===== src/rtl/sertx_pkg.sv =====
package sertx_pkg;

    parameter int SERTX_DEF_W = 8;

    typedef enum logic [1:0] {
        PH_IDLE  = 2'd0,
        PH_START = 2'd1,
        PH_DATA  = 2'd2
    } sertx_phase_e;

    typedef struct packed {
        logic load;
        logic shift;
    } sertx_shift_cmd_t;

    function automatic logic line_level(input sertx_phase_e ph, input logic lsb);
        case (ph)
            PH_START: line_level = 1'b1;
            PH_DATA:  line_level = lsb;
            default:  line_level = 1'b0;
        endcase
    endfunction

    function automatic logic can_accept(input sertx_phase_e ph, input logic final_bit);
        can_accept = (ph == PH_IDLE) || final_bit;
    endfunction

endpackage


===== src/rtl/sertx_ctrl.sv =====
module sertx_ctrl
    import sertx_pkg::*;
#(
    parameter int DATA_W = SERTX_DEF_W
) (
    input  logic         clk,
    input  logic         rst,
    input  logic         accept,
    output sertx_phase_e phase,
    output logic         final_bit
);
    localparam int CNT_W = (DATA_W > 1) ? $clog2(DATA_W) : 1;
    localparam logic [CNT_W-1:0] LAST_IDX = CNT_W'(DATA_W - 1);

    sertx_phase_e     ph_q;
    logic [CNT_W-1:0] idx_q;

    always_ff @(posedge clk) begin
        if (rst) begin
            ph_q  <= PH_IDLE;
            idx_q <= '0;
        end else begin
            case (ph_q)
                PH_IDLE: begin
                    if (accept) ph_q <= PH_START;
                end
                PH_START: begin
                    ph_q  <= PH_DATA;
                    idx_q <= '0;
                end
                PH_DATA: begin
                    if (idx_q == LAST_IDX) begin
                        ph_q  <= accept ? PH_START : PH_IDLE;
                        idx_q <= '0;
                    end else begin
                        idx_q <= idx_q + 1'b1;
                    end
                end
                default: ph_q <= PH_IDLE;
            endcase
        end
    end

    assign phase     = ph_q;
    assign final_bit = (ph_q == PH_DATA) && (idx_q == LAST_IDX);
endmodule


===== src/rtl/sertx_shift.sv =====
module sertx_shift
    import sertx_pkg::*;
#(
    parameter int DATA_W = SERTX_DEF_W
) (
    input  logic              clk,
    input  sertx_shift_cmd_t  cmd,
    input  logic [DATA_W-1:0] din,
    output logic              lsb
);
    logic [DATA_W-1:0] sh_q;

    generate
        if (DATA_W > 1) begin : g_wide
            always_ff @(posedge clk) begin
                if (cmd.load)       sh_q <= din;
                else if (cmd.shift) sh_q <= {1'b0, sh_q[DATA_W-1:1]};
            end
        end else begin : g_single
            always_ff @(posedge clk) begin
                if (cmd.load) sh_q <= din;
            end
        end
    endgenerate

    assign lsb = sh_q[0];
endmodule


===== src/rtl/sertx_admit.sv =====
module sertx_admit
    import sertx_pkg::*;
(
    input  sertx_phase_e     phase,
    input  logic             final_bit,
    input  logic             valid,
    output logic             ready,
    output logic             accept,
    output sertx_shift_cmd_t cmd
);
    always_comb begin
        ready     = can_accept(phase, final_bit);
        accept    = valid && ready;
        cmd.load  = accept;
        cmd.shift = (phase == PH_DATA);
    end
endmodule


===== src/rtl/startbit_serializer.sv =====
module startbit_serializer
    import sertx_pkg::*;
#(
    parameter int DATA_W = SERTX_DEF_W
) (
    input  logic              clk,
    input  logic              rst,
    input  logic [DATA_W-1:0] tx_word,
    input  logic              tx_valid,
    output logic              tx_ready,
    output logic              ser_out,
    output logic              tx_busy
);
    sertx_phase_e     phase;
    logic             final_bit;
    logic             accept;
    logic             lsb;
    sertx_shift_cmd_t cmd;

    sertx_ctrl #(.DATA_W(DATA_W)) u_ctrl (
        .clk       (clk),
        .rst       (rst),
        .accept    (accept),
        .phase     (phase),
        .final_bit (final_bit)
    );

    sertx_admit u_admit (
        .phase     (phase),
        .final_bit (final_bit),
        .valid     (tx_valid),
        .ready     (tx_ready),
        .accept    (accept),
        .cmd       (cmd)
    );

    sertx_shift #(.DATA_W(DATA_W)) u_shift (
        .clk (clk),
        .cmd (cmd),
        .din (tx_word),
        .lsb (lsb)
    );

    assign ser_out = line_level(phase, lsb);
    assign tx_busy = (phase != PH_IDLE);
endmodule


===== config.mk =====
export PLATFORM = sky130hd
export DESIGN_NAME = startbit_serializer
export DESIGN_NICKNAME = d
export VERILOG_FILES = /design/src/rtl/sertx_pkg.sv /design/src/rtl/sertx_ctrl.sv /design/src/rtl/sertx_shift.sv /design/src/rtl/sertx_admit.sv /design/src/rtl/startbit_serializer.sv
export SDC_FILE = /design/constraint.sdc
export NUM_CORES = 1
export LEC_CHECK = 0
export ABC_AREA = 1
export BUFFER_PORTS_ARGS = -buffer_cell sky130_fd_sc_hd__buf_2
export CAP_MARGIN = 20
export CORE_MARGIN = 4
export CORE_UTILIZATION = 50
export DETAILED_ROUTE_END_ITERATION = 8
export PLACE_DENSITY = 0.74
export SYNTH_ARGS = -nofsm -noshare
export SYNTH_HDL_FRONTEND = slang
export SYNTH_SLANG_ARGS = --single-unit

===== constraint.sdc =====
create_clock -name clk -period 2 [get_ports clk]
set_input_delay 0.5 -clock clk [delete_from_list [all_inputs] [get_ports clk]]
set_output_delay 0.5 -clock clk [all_outputs]
set_load 0.01 [all_outputs]

## Yosys cells after proc, flatten, opt, wreduce, memory -nomap -nowiden

Cells that the tools add are included.

- Equal/unequal tests: 5
- Shifts and indexed selects: 0
- Bitwise gates (word level): 0
- Muxes and demuxes: 9
- Reductions and logical operators: 8
- Multipliers: 0
- Divide/modulo/power cells: 0
- Add/sub/neg operators: 1
- Order comparisons: 0

Operators by type and width:

| cell | number |
|---|---|
| $mux 8 | 2 |
| $pmux 2 s3 | 1 |
| $pmux 3 s2 | 1 |
| $reduce_bool 2->1 | 3 |
| $mux 2 | 2 |
| $add 3x1->3 const B | 1 |
| $eq 3x3->1 const B | 1 |
| $mux 3 | 1 |
| $eq 2x1->1 const B | 1 |
| $eq 2x2->1 const B | 1 |
| $logic_and 1x1->1 | 2 |
| $logic_not 2->1 | 1 |
| $ne 2x1->1 const B | 1 |
| $ne 2x2->1 const B | 1 |
| $pmux 1 s2 | 1 |
| $reduce_and 2->1 | 1 |
| $logic_or 1x1->1 | 1 |
| $mux 1 | 1 |

- Input port bits: 11
- Memory bits (writable): 0
- Latch bits: 0
- Bits in read-only memories: 0
- Word-level logic and storage cells: 26
- Bits in registers: 13
- Memories kept: 0

## Depth between registers and ports, before layout

- Depth after elaboration: 7
- Gate-level depth with buffers: 8
- Mapped depth without buffers: 8

## Cells and area by module

A second synthesis with hierarchy kept.

- Cell total of the unflattened synthesis: 94
- Area total of the unflattened synthesis: 764.5 µm²

By module, submodules not included:

| module | instances | area each (µm²) | sequential area each (µm²) | cells an instance |
|---|---|---|---|---|
| sertx_shift | 1 | 347.8 | 240.2 | 34 |
| sertx_ctrl | 1 | 314.1 | 100.1 | 42 |
| startbit_serializer | 1 | 68.8 | 0.0 | 10 |
| sertx_admit | 1 | 33.8 | 0.0 | 8 |

## Least setup slack after synthesis

OpenSTA, ideal clock, no wires.

- Path kind: register -> register
- Start point: reg u_ctrl.ph_q[0], in the netlist u_ctrl.phase[0]
- End point: reg u_shift.sh_q[0] (enable)
- Arrival time: 1.260 ns
- Cell stages (with the launch flop): 6
- Clock period less this slack: 1.530 ns
- Data required time: 1.729 ns
- Setup slack: 0.470 ns
- Setup time: 0.271 ns
- Path through: dfxtp_1 inv_1 ha_1 inv_1 a21oi_4 or2_2

- Longest elaborated chain between the ends: 5
- Elaborated cells on any way between the ends: 6
- Classes of those cells: eq/ne: 1; reduce/logical: 5

Ends and longest elaborated chain:

| element | RTL line | RTL |
|---|---|---|
| from (decl) | sertx_ctrl.sv:15 | `sertx_phase_e ph_q;` |
| from (signal assigned) | sertx_ctrl.sv:33 | `ph_q <= accept ? PH_START : PH_IDLE;` |
| $eq 2x2->1 | sertx_ctrl.sv:45, sertx_admit.sv:15 |  |
| $logic_and 1x1->1 | sertx_ctrl.sv:45 | `assign final_bit = (ph_q == PH_DATA) && (idx_q == LAST_IDX);` |
| $logic_or 1x1->1 | sertx_pkg.sv:25 | `can_accept = (ph == PH_IDLE) \|\| final_bit;` |
| $logic_and 1x1->1 | sertx_admit.sv:13 | `accept = valid && ready;` |
| $reduce_bool 2->1 (no line) (*) | - |  |
| to (signal assigned) | sertx_shift.sv:16 | `if (cmd.load) sh_q <= din;` |
| to (signal assigned) | sertx_shift.sv:17 | `else if (cmd.shift) sh_q <= {1'b0, sh_q[DATA_W-1:1]};` |
| to (decl) | sertx_shift.sv:11 | `logic [DATA_W-1:0] sh_q;` |

Every way passes the cells marked *; elsewhere a longest branch is shown, timed or not.
A chain may end at the register's enable or synchronous reset.

## Worst setup path after layout

- Start point: reg u_ctrl.ph_q[0], in the netlist u_ctrl.phase[0]
- End point: out ser_out

- Longest elaborated chain between the ends: 2
- Elaborated cells on any way between the ends: 3
- Classes of those cells: eq/ne: 2; mux: 1

Ends and longest elaborated chain:

| element | RTL line | RTL |
|---|---|---|
| $eq 2x2->1 / $eq 2x1->1 (equally long branches) | sertx_pkg.sv:17 | `case (ph)` |
| $pmux 1 s2 (*) | sertx_pkg.sv:17 |  |
| to (decl) | startbit_serializer.sv:11 | `output logic ser_out,` |

Marked as above.

==> impl_metrics.ini <==
[status]
status = completed

[die]
placement_rows = 12
dieArea_um2 = 1991
fp.dieH_um = 44.63
initial_utilization_pct = 56.54
floorplan.die.width_um = 44.63
pin_count = 14
design.core.area_um2 = 1186

[routing]
drt_iter0_markers = 8
drt-total-wl_mm = 1.205
vias_after_detailed_routing = 505
wl_per_cell_um = 11.26
ant_nets = 0
drt_pre_antenna_iters = 6
detail_route.drc_violations = 0
route.detailed.vias_per_inst = 4.720

[cts]
post_cts_setup_bufs = 0
cts_root_buf = clkbuf_4
clk_transition_reported_paths_ns = 0.08
cts_buffers = 3
cts_hold_buf = 0
htree_num_levels = 1
tritoncts_num_sinks = 13
worst_skew_pair.late_latency_ns = 0.28
cts_tree = done
cts-root-to-sink-buffers = 2

[placed_design]
dpl_cell_area_um2 = 753.2
buffer_ports.inserted = 13
dp_hpwl_um = 940.4
detailedPlace.worstSlack_ns = 0.3537
finalWeightedCongestion = 0.7884

[timing]
worst_slew_pin_slew_ns = 0.2954
clock_skew_ns = 0.001415
max_slew_margin_pct = 80.10
hold_violations = 0
setup-tns-final_ns = 0
finalWorstPathRequiredPeriod_ns = 1.854
maximum_operating_frequency_mhz = 539.3
rsz_0062_raised_after_global_routing = no
final_critical_path_setup_slack_ns = 0.1459
report.final.slew_viol_count = 0
period_share_pct = 92.71
finalSetupViolCount = 0

[pwr]
power.leakage_uw = 0.0003907
total_power_uw = 866.8
power_density_nw_per_um2 = 1108
irDropWorstVdd_mv = 0.6857

[global_route]
grt_antenna_before_repair = 0
via_count_of_the_first_global_routing_pass = 474
grt.overflow.total = 0
grtUsageTotal_pct = 13.97
grt_max_degree = 11
global_route_wire_length_before_repair_mm = 1.966

[layout]
synthToLayoutAreaGrowth_pct = 16.60
proportion_of_layout_cells_with_a_drive_suffix_above_1_pct = 23.66
fin_nets = 112
finalCoreUtilization_pct = 65.93
number_of_diodes_added_for_antenna_fixing = 0
design_area_um2 = 782.0
sequential_area_um2 = 342.8
multi_input_area_um2 = 292.8
filler_cell_count = 105

[logic_synthesis]
yosys_register_bits = 13
syn_area_um2 = 670.6
ys_warn_count = 0
post_synth.cell_area_avg_um2 = 8.824
yosys.cell_types.count = 13
syn_inst = 76
mappedNetlistNets = 94
synth_seq_area_share_pct = 50.75

[critical_path]
cp.arrival_ns = 1.35
crit_end_element = output port
startpoint_type = register
crit_path_max_fanout = 5
timing.critical_path.required_ns = 1.50
worstSetupPathType = register to output port

[flow_run]
cap_violations = 0

[hold_path]
hold_path_class = input port to register
-- worst paths after layout --
path,startpoint,endpoint,slack (ns),depth (start not counted)
setup / recovery,u_ctrl.phase[0]$_SDFFE_PP0P_,ser_out,0.15,5
setup reg to reg,u_ctrl.idx_q[0]$_SDFFE_PP0P_,u_shift.sh_q[7]$_SDFFCE_PP0P_,0.35,5
hold reg to reg,u_ctrl.idx_q[1]$_SDFFE_PP0P_,u_ctrl.idx_q[1]$_SDFFE_PP0P_,0.47,2
hold / removal,rst,u_ctrl.phase[0]$_SDFFE_PP0P_,0.42,2
-- synthesized netlist by cell type (all sizes together) --
cell	n	area share [%]
dfxtp	5	15
nor2	6	3.4
edfxtp	8	36
inv	10	5.6
o21ai	3	2.2
ha	7	13
or2	1	0.93
nand2	28	16
a21oi	7	6.9
o21a	1	1.1
-- critical path, stage by stage (launching register included) --
cell and delay (ns):
dfxtp_2 0.38, inv_1 0.07, ha_1 0.33, inv_1 0.12, nor2_1 0.06, buf_2 0.13
-- flip-flops by register name, indices dropped and copies added, names as in the netlist --
register      flops
u_ctrl.phase      2
u_ctrl.idx_q      3
u_shift.sh_q      8
-- metrics by stage --
step	hold WS, ns	instances
after CTS	0.4214	107
after detailed placement	0.4601	103
after global routing	0.4197	107
final	0.4202	107
after floorplan	0.4413	76
after global placement	0.4579	103
-- layout by cell type, fill, tap and decap left out --
cell,n
nand2_1,27
buf_2,13
inv_1,9
edfxtp_1,8
ha_1,7
a21oi_1,6
nor2_1,6
o21ai_0,3
clkbuf_4,3
dfxtp_1,3
dfxtp_2,2
nand2_2,1
a21oi_4,1
inv_2,1
or2_2,1
o21a_1,1
clkbuf_1,1
-- routing by layer --
layer  global-route usage, %  vias to the layer above  share of wire, %
li1                        -                      275                 -
met1                   18.05                      211                48
met2                   22.06                       15                42
met3                   3.659                        4               7.6
met4                   5.422                        0               1.7
met5                       0                        -                 0
-- logic make-up after synthesis --
family | count (synthesis) | share of synthesized area (%)
buffers and inverters | 10 | 5.596
adder cells (fa/ha/maj) | 7 | 13.06
AND/OR/NAND/NOR | 35 | 20.34
AO/OA/AOI/OAI | 11 | 10.26
flip-flops | 13 | 50.75
-- layout make-up --
cell class / instances / share of cell area (%)
multi-input cells: 53 / 37.44
well taps: 14 / 2.240
clock buffers: 4 / 3.360
flip-flops and latches: 13 / 43.84
repair buffers: 13 / 8.320
inverters: 10 / 4.800
-- where the power goes --
group          leakage [uW]  internal (uW)  total, uW  switching [uW]
Combinational      0.000255           99.3        273             174
Sequential         0.000120            392        428            35.8
Clock             0.0000150           77.3        166            88.4
-- repair_timing --
| item | CTS | global route |
|---|---|---|
| endpoints found under the setup margin | 0 | 1 |
| endpoints found under the hold margin | 0 | 0 |
| gates resized for setup | 0 | 2 |
Power figures use the tool's default switching activity.
